$ cat src/rtl/spi_tgt_pkg.sv
package spi_tgt_pkg;

  localparam int BYTE_W = 8;

  typedef logic [BYTE_W-1:0] byte_t;

  // Increment that holds at all-ones.
  function automatic byte_t sat_inc(input byte_t v);
    return (v == '1) ? v : v + byte_t'(1);
  endfunction

  // Insert one received bit according to bit order.
  function automatic byte_t shift_in(input byte_t sr, input logic b, input logic lsb_first);
    return lsb_first ? {b, sr[BYTE_W-1:1]} : {sr[BYTE_W-2:0], b};
  endfunction

  // Limit capped at buffer depth.
  function automatic byte_t cap_limit(input byte_t lim, input byte_t depth);
    return (lim > depth) ? depth : lim;
  endfunction

endpackage

$ cat src/rtl/spi_tgt_sync.sv
module spi_tgt_sync #(
  parameter int         W   = 1,
  parameter logic [W-1:0] RST = '0
) (
  input  logic         clk,
  input  logic         rst_n,
  input  logic [W-1:0] d,
  output logic [W-1:0] q
);
  logic [W-1:0] meta;

  always_ff @(posedge clk or negedge rst_n) begin
    if (!rst_n) begin
      meta <= RST;
      q    <= RST;
    end else begin
      meta <= d;
      q    <= meta;
    end
  end
endmodule

$ cat src/rtl/spi_tgt_bytemem.sv
module spi_tgt_bytemem #(
  parameter int DEPTH = 8,
  parameter int AW    = 3
) (
  input  logic          clk,
  input  logic          we,
  input  logic [AW-1:0] waddr,
  input  logic [7:0]    wdata,
  input  logic [AW-1:0] raddr,
  output logic [7:0]    rdata
);
  logic [7:0] mem [DEPTH];

  always_ff @(posedge clk) begin
    if (we) mem[waddr] <= wdata;
  end

  assign rdata = mem[raddr];
endmodule

$ cat src/rtl/spi_target_engine.sv
module spi_target_engine
  import spi_tgt_pkg::*;
#(
  parameter  int DEPTH = 8,
  localparam int AW    = (DEPTH > 1) ? $clog2(DEPTH) : 1
) (
  input  logic          clk,
  input  logic          rst_n,
  input  logic          spi_sck,
  input  logic          spi_mosi,
  input  logic          spi_csn,
  output logic          spi_miso,
  input  logic          own_grant,
  input  logic          cfg_cpol,
  input  logic          cfg_cpha,
  input  logic          cfg_lsb_first,
  input  logic [7:0]    cfg_tx_limit,
  input  logic [7:0]    cfg_rx_limit,
  input  logic [7:0]    cfg_fill_char,
  input  logic [7:0]    cfg_overread_char,
  input  logic          txw_valid,
  output logic          txw_ready,
  input  logic [AW-1:0] txw_addr,
  input  logic [7:0]    txw_data,
  input  logic [AW-1:0] rxr_addr,
  output logic [7:0]    rxr_data,
  output logic          xfer_end,
  output logic [7:0]    tx_count,
  output logic [7:0]    rx_count,
  output logic          flag_overflow,
  output logic          flag_overread,
  input  logic          clr_overflow,
  input  logic          clr_overread
);
  localparam byte_t DEPTH_B = byte_t'(DEPTH);

  // Synchronised pins: {csn, sck, mosi}
  logic [2:0] syn_q;
  logic csn_s, sck_s, mosi_s, csn_p, sck_p;

  spi_tgt_sync #(.W(3), .RST(3'b100)) u_sync (
    .clk(clk), .rst_n(rst_n), .d({spi_csn, spi_sck, spi_mosi}), .q(syn_q)
  );
  assign {csn_s, sck_s, mosi_s} = syn_q;

  // Engine state
  logic       active, grant_q, first_q;
  logic [2:0] out_cnt, in_cnt;
  byte_t      rx_sr, cur_byte, ld_idx, byte_idx;

  // Edge classification
  logic cs_fall, cs_rise, sck_rise, sck_fall, lead_e, trail_e, samp_e, shft_e;
  assign cs_fall  = csn_p & ~csn_s;
  assign cs_rise  = ~csn_p & csn_s;
  assign sck_rise = sck_s & ~sck_p;
  assign sck_fall = ~sck_s & sck_p;
  assign lead_e   = cfg_cpol ? sck_fall : sck_rise;
  assign trail_e  = cfg_cpol ? sck_rise : sck_fall;
  assign samp_e   = active & ~csn_s & (cfg_cpha ? trail_e : lead_e);
  assign shft_e   = active & ~csn_s & (cfg_cpha ? lead_e : trail_e);

  // Limits and next byte to present
  byte_t tx_lim, rx_lim, rd_idx, tx_rdata, nxt_byte, rx_byte;
  logic  grant_eff, wrap, done, rx_ok, tx_ok, rx_we;

  assign tx_lim    = cap_limit(cfg_tx_limit, DEPTH_B);
  assign rx_lim    = cap_limit(cfg_rx_limit, DEPTH_B);
  assign grant_eff = cs_fall ? own_grant : grant_q;
  assign rd_idx    = cs_fall ? '0 : sat_inc(ld_idx);
  assign nxt_byte  = !grant_eff       ? cfg_fill_char :
                     (rd_idx < tx_lim) ? tx_rdata : cfg_overread_char;
  assign wrap      = shft_e & ~(cfg_cpha & first_q) & (out_cnt == 3'd7);

  assign rx_byte = shift_in(rx_sr, mosi_s, cfg_lsb_first);
  assign done    = samp_e & (in_cnt == 3'd7) & grant_q;
  assign rx_ok   = byte_idx < rx_lim;
  assign tx_ok   = byte_idx < tx_lim;
  assign rx_we   = done & rx_ok;

  assign txw_ready = ~active;

  spi_tgt_bytemem #(.DEPTH(DEPTH), .AW(AW)) u_txmem (
    .clk(clk), .we(txw_valid & txw_ready), .waddr(txw_addr), .wdata(txw_data),
    .raddr(rd_idx[AW-1:0]), .rdata(tx_rdata)
  );

  spi_tgt_bytemem #(.DEPTH(DEPTH), .AW(AW)) u_rxmem (
    .clk(clk), .we(rx_we), .waddr(byte_idx[AW-1:0]), .wdata(rx_byte),
    .raddr(rxr_addr), .rdata(rxr_data)
  );

  // Transaction sequencing
  always_ff @(posedge clk or negedge rst_n) begin
    if (!rst_n) begin
      csn_p    <= 1'b1;
      sck_p    <= 1'b0;
      active   <= 1'b0;
      grant_q  <= 1'b0;
      first_q  <= 1'b0;
      out_cnt  <= '0;
      in_cnt   <= '0;
      rx_sr    <= '0;
      cur_byte <= '0;
      ld_idx   <= '0;
      byte_idx <= '0;
      tx_count <= '0;
      rx_count <= '0;
      xfer_end <= 1'b0;
    end else begin
      csn_p    <= csn_s;
      sck_p    <= sck_s;
      xfer_end <= 1'b0;
      if (cs_fall) begin
        active   <= 1'b1;
        grant_q  <= own_grant;
        first_q  <= 1'b1;
        out_cnt  <= '0;
        in_cnt   <= '0;
        ld_idx   <= '0;
        byte_idx <= '0;
        cur_byte <= nxt_byte;
        if (own_grant) begin
          tx_count <= '0;
          rx_count <= '0;
        end
      end else if (cs_rise && active) begin
        active   <= 1'b0;
        xfer_end <= 1'b1;
      end else if (active) begin
        if (shft_e) begin
          if (cfg_cpha && first_q) begin
            first_q <= 1'b0;
          end else begin
            out_cnt <= out_cnt + 3'd1;
            if (wrap) begin
              ld_idx   <= rd_idx;
              cur_byte <= nxt_byte;
            end
          end
        end
        if (samp_e) begin
          rx_sr  <= rx_byte;
          in_cnt <= in_cnt + 3'd1;
        end
        if (done) begin
          byte_idx <= sat_inc(byte_idx);
          if (rx_ok) rx_count <= rx_count + 8'd1;
          if (tx_ok) tx_count <= tx_count + 8'd1;
        end
      end
    end
  end

  // Sticky flags: a new event wins over a clear in the same cycle
  always_ff @(posedge clk or negedge rst_n) begin
    if (!rst_n) begin
      flag_overflow <= 1'b0;
      flag_overread <= 1'b0;
    end else begin
      flag_overflow <= (flag_overflow & ~clr_overflow) | (done & ~rx_ok);
      flag_overread <= (flag_overread & ~clr_overread) | (done & ~tx_ok);
    end
  end

  assign spi_miso = (active & ~csn_s) ?
                    cur_byte[cfg_lsb_first ? out_cnt : ~out_cnt] : 1'b0;

endmodule

$ cat config.mk
export PLATFORM = sky130hd
export DESIGN_NAME = spi_target_engine
export DESIGN_NICKNAME = d
export VERILOG_FILES = /design/src/rtl/spi_tgt_pkg.sv /design/src/rtl/spi_tgt_sync.sv /design/src/rtl/spi_tgt_bytemem.sv /design/src/rtl/spi_target_engine.sv
export SDC_FILE = /design/constraint.sdc
export NUM_CORES = 1
export LEC_CHECK = 0
export ABC_CLOCK_PERIOD_IN_PS = 6200
export CORE_ASPECT_RATIO = 0.7
export CORE_MARGIN = 2
export CORE_UTILIZATION = 60
export CTS_BUF_LIST = sky130_fd_sc_hd__clkbuf_4
export CTS_CLUSTER_DIAMETER = 150
export DETAILED_ROUTE_END_ITERATION = 8
export MAX_ROUTING_LAYER = met4
export PLACE_DENSITY = 0.91
export RECOVER_POWER = 50
export SYNTH_ARGS = -nofsm -noshare
export SYNTH_HDL_FRONTEND = slang
export SYNTH_SLANG_ARGS = --single-unit
$ cat constraint.sdc
create_clock -name clk -period 6.2 [get_ports clk]
set_clock_uncertainty 0.15 [all_clocks]
set_input_delay 1.24 -clock clk [delete_from_list [all_inputs] [get_ports clk]]
set_output_delay 1.24 -clock clk [all_outputs]
set_load 0.02 [all_outputs]
# Word level (Yosys, flattened, before mapping)
# Memories as Yosys holds them, arrays and structs flattened.
# Cells that the tools add are included.
dict set report word_totals {
  reg_bits 68
  in_bits 58
  elab_cells 158
  mem_bits_rw 128
  memories 2
  output_inout_bits 29
}
# memory depth width rd rd_ports_with_merged_regs wr line_no
set mem_list {}
lappend mem_list {u_rxmem.mem 8 8 1 0 1 spi_tgt_bytemem.sv:12} ;# logic [7:0] mem [DEPTH];
lappend mem_list {u_txmem.mem 8 8 1 0 1 spi_tgt_bytemem.sv:12}
dict set report classes {
  n_mux 66
  order_cmp 6
  bitwise 33
  n_eq_ne 8
  n_reduce_logical 19
  n_addsub 6
}
# operator count
set op_table {}
lappend op_table {{$mux W8} 35}
lappend op_table {{$add A8 B1 Y8 const B} 4}
lappend op_table {{$mux W3} 10}
lappend op_table {{$lt A8 B8 Y1} 3}
lappend op_table {{$mux W1} 20}
lappend op_table {{$and A1 B1 Y1} 18}
lappend op_table {{$reduce_bool A2 Y1} 9}
lappend op_table {{$eq A8 B8 Y1 const B} 2}
lappend op_table {{$gt A8 B4 Y1 const B} 2}
lappend op_table {{$reduce_and A4 Y1} 4}
lappend op_table {{$reduce_and A5 Y1} 3}
lappend op_table {{$not A1 Y1} 12}
lappend op_table {{$ne A2 B2 Y1 const B} 4}
lappend op_table {{$add A3 B1 Y3 const B} 2}
lappend op_table {{$eq A3 B3 Y1 const B} 2}
lappend op_table {{$lt A3 B4 Y1 const B} 1}
lappend op_table {{$bmux W1 S3} 1}
lappend op_table {{$not A3 Y3} 1}
lappend op_table {{$reduce_and A3 Y1} 1}
lappend op_table {{$logic_and A1 B1 Y1} 2}
lappend op_table {{$or A1 B1 Y1} 2}

# Longest topological paths before layout
# Gate-level depths: netlist (run 1).
dict set report logic_depth {
  depth_word 13
  mapped_depth 13
  mapped_depth_nobuf 13
}

# By module
# From an unflattened synthesis (run 1), not the netlist that was laid out.
dict set report hier_totals {
  cells_unflattened 619
  area_unflattened_um2 9201.3
}
# module cells_per_inst area_each_um2 seq_area_each_um2 instances
set by_module_without_submodules {}
lappend by_module_without_submodules {spi_tgt_bytemem 106 2531.2 1921.8 2}
lappend by_module_without_submodules {spi_target_engine 401 3986.3 1552.7 1}
lappend by_module_without_submodules {spi_tgt_sync 6 152.6 152.6 1}

# Worst setup path after synthesis (run 1)
# No wires, ideal clock.
dict set report synth_timing {
  path_type {in2out}
  startpoint {input cfg_lsb_first}
  endpoint {output spi_miso}
  t_arrival_ns 3.124
  path_stages 5
  path_buffers 1
  slack_ns 1.686
  t_required_ns 4.810
  path_cell_list {clkbuf_1 mux4_2 nor2b_1 a211oi_1 a2111oi_0}
}
dict set report synth_via {
  elab_chain_len 4
}
# item line_no
set synth_lines {}
lappend synth_lines {{start, declared} spi_target_engine.sv:16} ;# input logic cfg_lsb_first,
lappend synth_lines {{$mux W3} spi_target_engine.sv:166} ;# cur_byte[cfg_lsb_first ? out_cnt : ~out_cnt] : 1'b0;
lappend synth_lines {{$bmux W1 S3} spi_target_engine.sv:166}
lappend synth_lines {{$mux W1} spi_target_engine.sv:166}
lappend synth_lines {{$mux W1} spi_target_engine.sv:165} ;# assign spi_miso = (active & ~csn_s) ?
lappend synth_lines {{end, declared} spi_target_engine.sv:12} ;# output logic spi_miso,
# No other way between the ends. The select of a mux whose other input is x is not followed.

# Final worst setup path (run 1)
# Ends and elaborated chain as after synthesis.

==> metrics.csv, run 1 <==
metric;value;unit
syn_area;8930;um2
hpwlAfterDp;13600;um
post-place-cells;945;
layout-area-overhead-vs-synth;16.0;%
yosys-top-cells-area;edfxtp_1, dfrtp_1, mux4_2, ha_1, mux2i_1;
place.gp.congestion;0.884;
grt_max_degree;69;
vias;6057;
port_buffers;86;
fmax;198;MHz
fp.dieW;150;um
grt_pass1_vias;5978;
nNetsFinal;856;
dieArea;15900;um2
cts.sinks;196;
fill_cells;945;
async_flop_share;34.7;%
slew_viol_final;69;
violations;max-capacitance violations, max-slew violations;
hold_path_class;reg2reg;
ant_nets;0;
worst_slew_pin_slew;3.60;ns
p_clk_share;29.2;%
post-route-drc-count;0;
status;finished with violations;
cts_hold_buf;0;
grt_overflow_total;0;
h-tree-depth;4;
ios;87;
place_ws;0.993;ns
worst_setup_path_start_kind;input pin;
placed_area;10100;um2
required;4.81;ns
synth_edf_count;128;
critPathTopFamily;buffers and inverters;
drt_wl_total;19200;um
multiInputGateArea;3290;um2
ys_ff_latch;196;
p_leak;4.00;nW
finalSetupViolCount;0;
cts_made_buffers;17;
antenna_found_initial;0;
ctsResizeCount;0;
setup_slack;1.15;ns
synth_top_area_cell;edfxtp_1;
insertedDiodeCount;0;
yosysSeqAreaShare;62.1;%
grt_first_pass_wirelength;30700;um
ys_types;59;
start_util;61.1;%
cts_tree;built;
worstSetupPathType;in2out;
wl_per_cell;19.6;um
critPathArrivalTime;3.66;ns
synth_area_per_cell;13.5;um2
clockBufferDepth;2;
finalCritPeriodShare;81.5;%
endpoint_kind;output port;
num_rows;37;
cp.buffers_inverters;2;
max_slew_margin;-140;%
core;14600;um2
synthFlopType;edfxtp_1;
seqPwrFrac;61.9;%
die_h;106;um
stdcell_count;977;
final-hold-violation-count;0;
path_cells;dlygate4sd3_1 -> mux4_2 -> nor2b_1 -> a211oi_1 -> a2111oi_0 -> clkdlybuf4s50_1;
synthCells;664;
final_cell_area;10400;um2
slowest_stage;dlygate4sd3_1;
grtUsageTotal;26.0;%
cts_root_buf;clkbuf_4;
slowest_delay;0.85;ns
drt-pass1-iter-count;5;
drive_above_1_share;11.6;%
path_clk_slew;0.16;ns
drtIter0Drc;526;
switching_share;25.4;%
seq_area;5550;um2
via_per_inst;6.20;
yosysWarnings;0;
clk_latency;0.58;ns
combPwrFrac;8.9;%
synth_top_area_share;43.0;%
drv_cap;1;
postCtsSetupRepairBufs;0;
rsz0062_at_grt;no;
crit_fanout;11;
p_int;1.76;mW
p_per_area;227;nW/um2
finalSetupTns;0;ns
period_needed;5.05;ns
p_sw;598;uW
peakVddDrop;0.200;mV
==> layout make-up <==
class                      count  share of cell area, %
sequential                   196                   53.5
tap                          195                   2.35
timing repair buffer         100                   9.16
clock buffer                  18                   1.30
multi-input combinational    446                   31.8
clock inverter                14                   1.59
inverter                       8                  0.290
==> cells in the final DEF, fill, tap and decap left out, drive strengths merged, types with 5 or more instances in the layout <==
master,n
clkdlybuf4s50,72
edfxtp,128
a21oi,29
nor4,6
and3,13
dlygate4sd3,13
nor3,10
mux2,26
a32oi,8
o221ai,7
nand2,73
clkbuf,21
a21o,5
mux2i,35
nand4,14
nor2,48
nand3,24
xor2,7
o21ai,20
nor2b,5
inv,15
xnor2,6
conb,12
o22ai,10
nand2b,7
dfrtp,65
mux4,20
ha,29
buf,12
==> logic make-up after synthesis <==
kind of cell / after synthesis / share of synthesized area (%)
buf+inv: 33 / 1.64
compound gates: 97 / 7.03
fa+ha+maj: 29 / 4.06
xor+xnor: 13 / 1.27
flops: 196 / 62.1
mux: 81 / 12.3
simple gates: 214 / 11.5
other cells: 1 / 0.0420
==> cells in the mapped netlist (7+ instances only) <==
master    count
mux4_2       20
and3_1       13
nand3_1      24
nand4_1      14
a21oi_1      29
clkbuf_1     11
nand2b_1      7
inv_1         8
ha_1         29
o21ai_0      16
a32oi_1       8
nand2_1      73
o221ai_1      7
edfxtp_1    128
dfrtp_1      65
mux2_2       26
nor3_1        9
xor2_1        7
o22ai_1      10
nor2_1       47
mux2i_1      34
==> registers in the layout (all words and copies together) (netlist names), 3 cells and up <==
signal / cells
out_cnt: 3
tx_count: 8
in_cnt: 3
u_sync.q: 3
cur_byte: 8
u_sync.meta: 3
u_rxmem.mem: 64
byte_idx: 8
ld_idx: 8
u_txmem.mem: 64
rx_sr: 8
rx_count: 8
==> per-stage QoR <==
step / total power, mW / hold WS (ns) / utilization (%)
floorplan: 1.60 / 0.181 / -
global placement: 1.68 / 0.187 / 68.9
detailed placement: 1.70 / 0.190 / 68.9
CTS: 2.37 / 0.224 / 70.9
global route: 2.45 / 0.232 / 70.8
finish: 2.36 / 0.221 / 70.8
==> layer usage <==
metal  part of all wire, %  track usage, %
met4                   2.0            8.15
met2                    52            42.3
met1                    39            33.8
met5                     0               -
met3                   6.9            4.89
==> power groups by stage <==
stage	registers (mW)	logic, mW	clock network, mW
6_report	1.46	0.210	0.689
5_1_grt	1.46	0.230	0.755
4_1_cts	1.46	0.214	0.696
3_5_place_dp	1.49	0.213	0
3_3_place_gp	1.48	0.201	0
2_1_floorplan	1.48	0.119	0
==> final timing paths <==
path                           startpoint          end  slack [ns]  cells after the start
min reg2reg                u_sync.meta[0]  u_sync.q[0]        0.22                      0
min                        u_sync.meta[0]  u_sync.q[0]        0.22                      0
min in group asynchronous           rst_n  tx_count[7]        1.82                      2
max                         cfg_lsb_first     spi_miso        1.15                      6
max in group asynchronous           rst_n  cur_byte[0]        2.07                      2
max reg2reg                   u_sync.q[2]  cur_byte[3]        2.27                     11
(Power assumes the default switching activity.)
==> run 2, diff against run 1 <==
- ABC_CLOCK_PERIOD_IN_PS: 6200 -> 4700
- CORE_UTILIZATION: 60 -> 59
- PLACE_DENSITY: 0.91 -> 0.9
- clock period: 6.2 -> 4.7 ns (I/O delays scaled with it)
==> run 2 against run 1 <==
  * The run still ends with max-capacitance violations, max-slew violations left
  * Setup slack got worse by 0.73 ns
  * Die area increased by 1.6%
  * Worst hold slack improved by 0.00067 ns
  * Global-route usage increased by 0.97 points
  * Non-clock buffer count increased by 2
  * First-iteration DRC count increased by 3.2%
  * Utilization decreased by 0.98 points
  * Final area decreased by 0.45%
  * Via count increased by 1.3%
  * Sequential cell count unchanged
  * Critical path depth decreased by 2
  * Sequential share of layout area increased by 0.24 points
  * Critical path type unchanged
==> metrics.csv, run 2 (synthesis gave the netlist of run 1 again) <==
metric;value;unit
stdcell_count;978;
clk_latency;0.60;ns
setup_slack;0.421;ns
cts.sinks;196;
seq_area;5550;um2
dieArea;16200;um2
fin_hold_ws;0.222;ns
ant_nets;0;
final_common_cell;edfxtp_1;
critPathArrivalTime;3.19;ns
final_cell_mix;edfxtp_1, nand2_1, clkdlybuf4s50_1;
peakVddDrop;0.187;mV
final-hold-violation-count;0;
ctsResizeCount;0;
grt_max_degree;46;
rsz0062_at_grt;no;
grtUsageTotal;27.0;%
drive_above_1_share;11.0;%
status;finished with violations;
clockBufferDepth;2;
place_ws;0.0382;ns
required;3.61;ns
grt_overflow_total;0;
r2r_cells;11;
start_util;60.5;%
met2_length;9980;um
wl_per_cell;20.4;um
placed_area;10100;um2
cts_root_buf;clkbuf_4;
finalSetupViolCount;0;
vias;6135;
ios;87;
fp.dieW;151;um
drt_wl_total;19900;um
port_buffers;86;
finalCritPeriodShare;91.0;%
p_leak;3.98;nW
multiInputGateArea;3290;um2
wl_met3;1440;um
worst_slew_pin_slew;2.43;ns
period_needed;4.28;ns
regToRegSetupSlack;0.93;ns
final_cell_area;10300;um2
via_per_inst;6.27;
slew_viol_final;46;
antenna_found_initial;0;
worstHoldPathCells;0;
crit_fanout;16;
worst_setup_path_start_kind;input pin;
reg_top3;u_rxmem.mem: 64 flops, u_txmem.mem: 64 flops;
insertedDiodeCount;0;
grt_first_pass_wirelength;31500;um
worstSetupPathType;in2out;
num_rows;37;
cts_made_buffers;17;
drtIter0Drc;543;
fill_cells;990;
hpwlAfterDp;14300;um
die_h;107;um
layout-area-overhead-vs-synth;15.5;%
cts_tree;built;
r2r-start;u_sync.q[2];
postCtsSetupRepairBufs;0;
post-route-drc-count;0;
p_total;3.03;mW
grt_pass1_vias;5896;
hold_end;u_sync.q[0];
drv_cap;1;
hold_path_class;reg2reg;
path_clk_slew;0.14;ns
violations;max-capacitance violations, max-slew violations;
core;14800;um2
nNetsFinal;858;
r2r-end;cur_byte[1];
postLayoutCoreUtil;69.9;%
cts_hold_buf;0;
fmax;234;MHz
p_per_area;293;nW/um2
post-place-cells;947;
max_slew_margin;-62.1;%
place.gp.congestion;0.903;
endpoint_kind;output port;
route.layer.met1.wl;8250;um
h-tree-depth;4;
finalSetupTns;0;ns
hp-start;u_sync.meta[0];
drt-pass1-iter-count;5;
routed.top_layer;met4;
[run 2: cell count changes in the layout (fill, tap and decap cells not counted), moves of 2 or more]
cell / previous run / this run
inv_8: 4 / 1
clkinv_8: 2 / 0
clkinv_1: 0 / 5
clkinv_4: 1 / 3
clkinvlp_4: 3 / 0
clkbuf_1: 3 / 5
[run 2: final cells by class]
class / instances / share of cell area, %
clock buffer: 18 / 1.31
clock inverter: 13 / 1.06
inverter: 8 / 0.291
multi-input combinational: 446 / 31.9
sequential: 196 / 53.8
tap: 195 / 2.36
timing repair buffer: 102 / 9.30
[run 2: worst max path at each step]
| stage | cells past startpoint | from | slack [ns] | endpoint |
|---|---|---|---|---|
| after floorplan | 9 | cfg_rx_limit[7] | 0.58 | u_rxmem.mem[0][0] |
| after global placement | 9 | cfg_rx_limit[7] | 0.22 | u_rxmem.mem[4][2] |
| after detailed placement | 9 | cfg_rx_limit[5] | 0.04 | u_rxmem.mem[4][4] |
| after CTS | 4 | rxr_addr[1] | 0.43 | rxr_data[0] |
| after global routing | 5 | cfg_lsb_first | 0.24 | spi_miso |
| final | 4 | rxr_addr[1] | 0.42 | rxr_data[0] |
[run 2: power by group]
part           switching [mW]  total [mW]  internal [mW]
logic                   0.150       0.280          0.130
registers              0.0277        1.92           1.89
clock network           0.559       0.824          0.265
total                   0.737        3.03           2.29
[run 2: layer usage]
metal,vias to the layer above,global-route usage [%]
met5,-,-
met4,0,7.34
met3,27,5.40
met2,299,43.4
met1,3066,35.8
li1,2743,-
[run 2: worst max-delay path: stages]
cell,delay [ns]
clkdlybuf4s50_1,0.98
mux4_2,0.44
mux2_2,0.29
clkdlybuf4s50_1,0.54
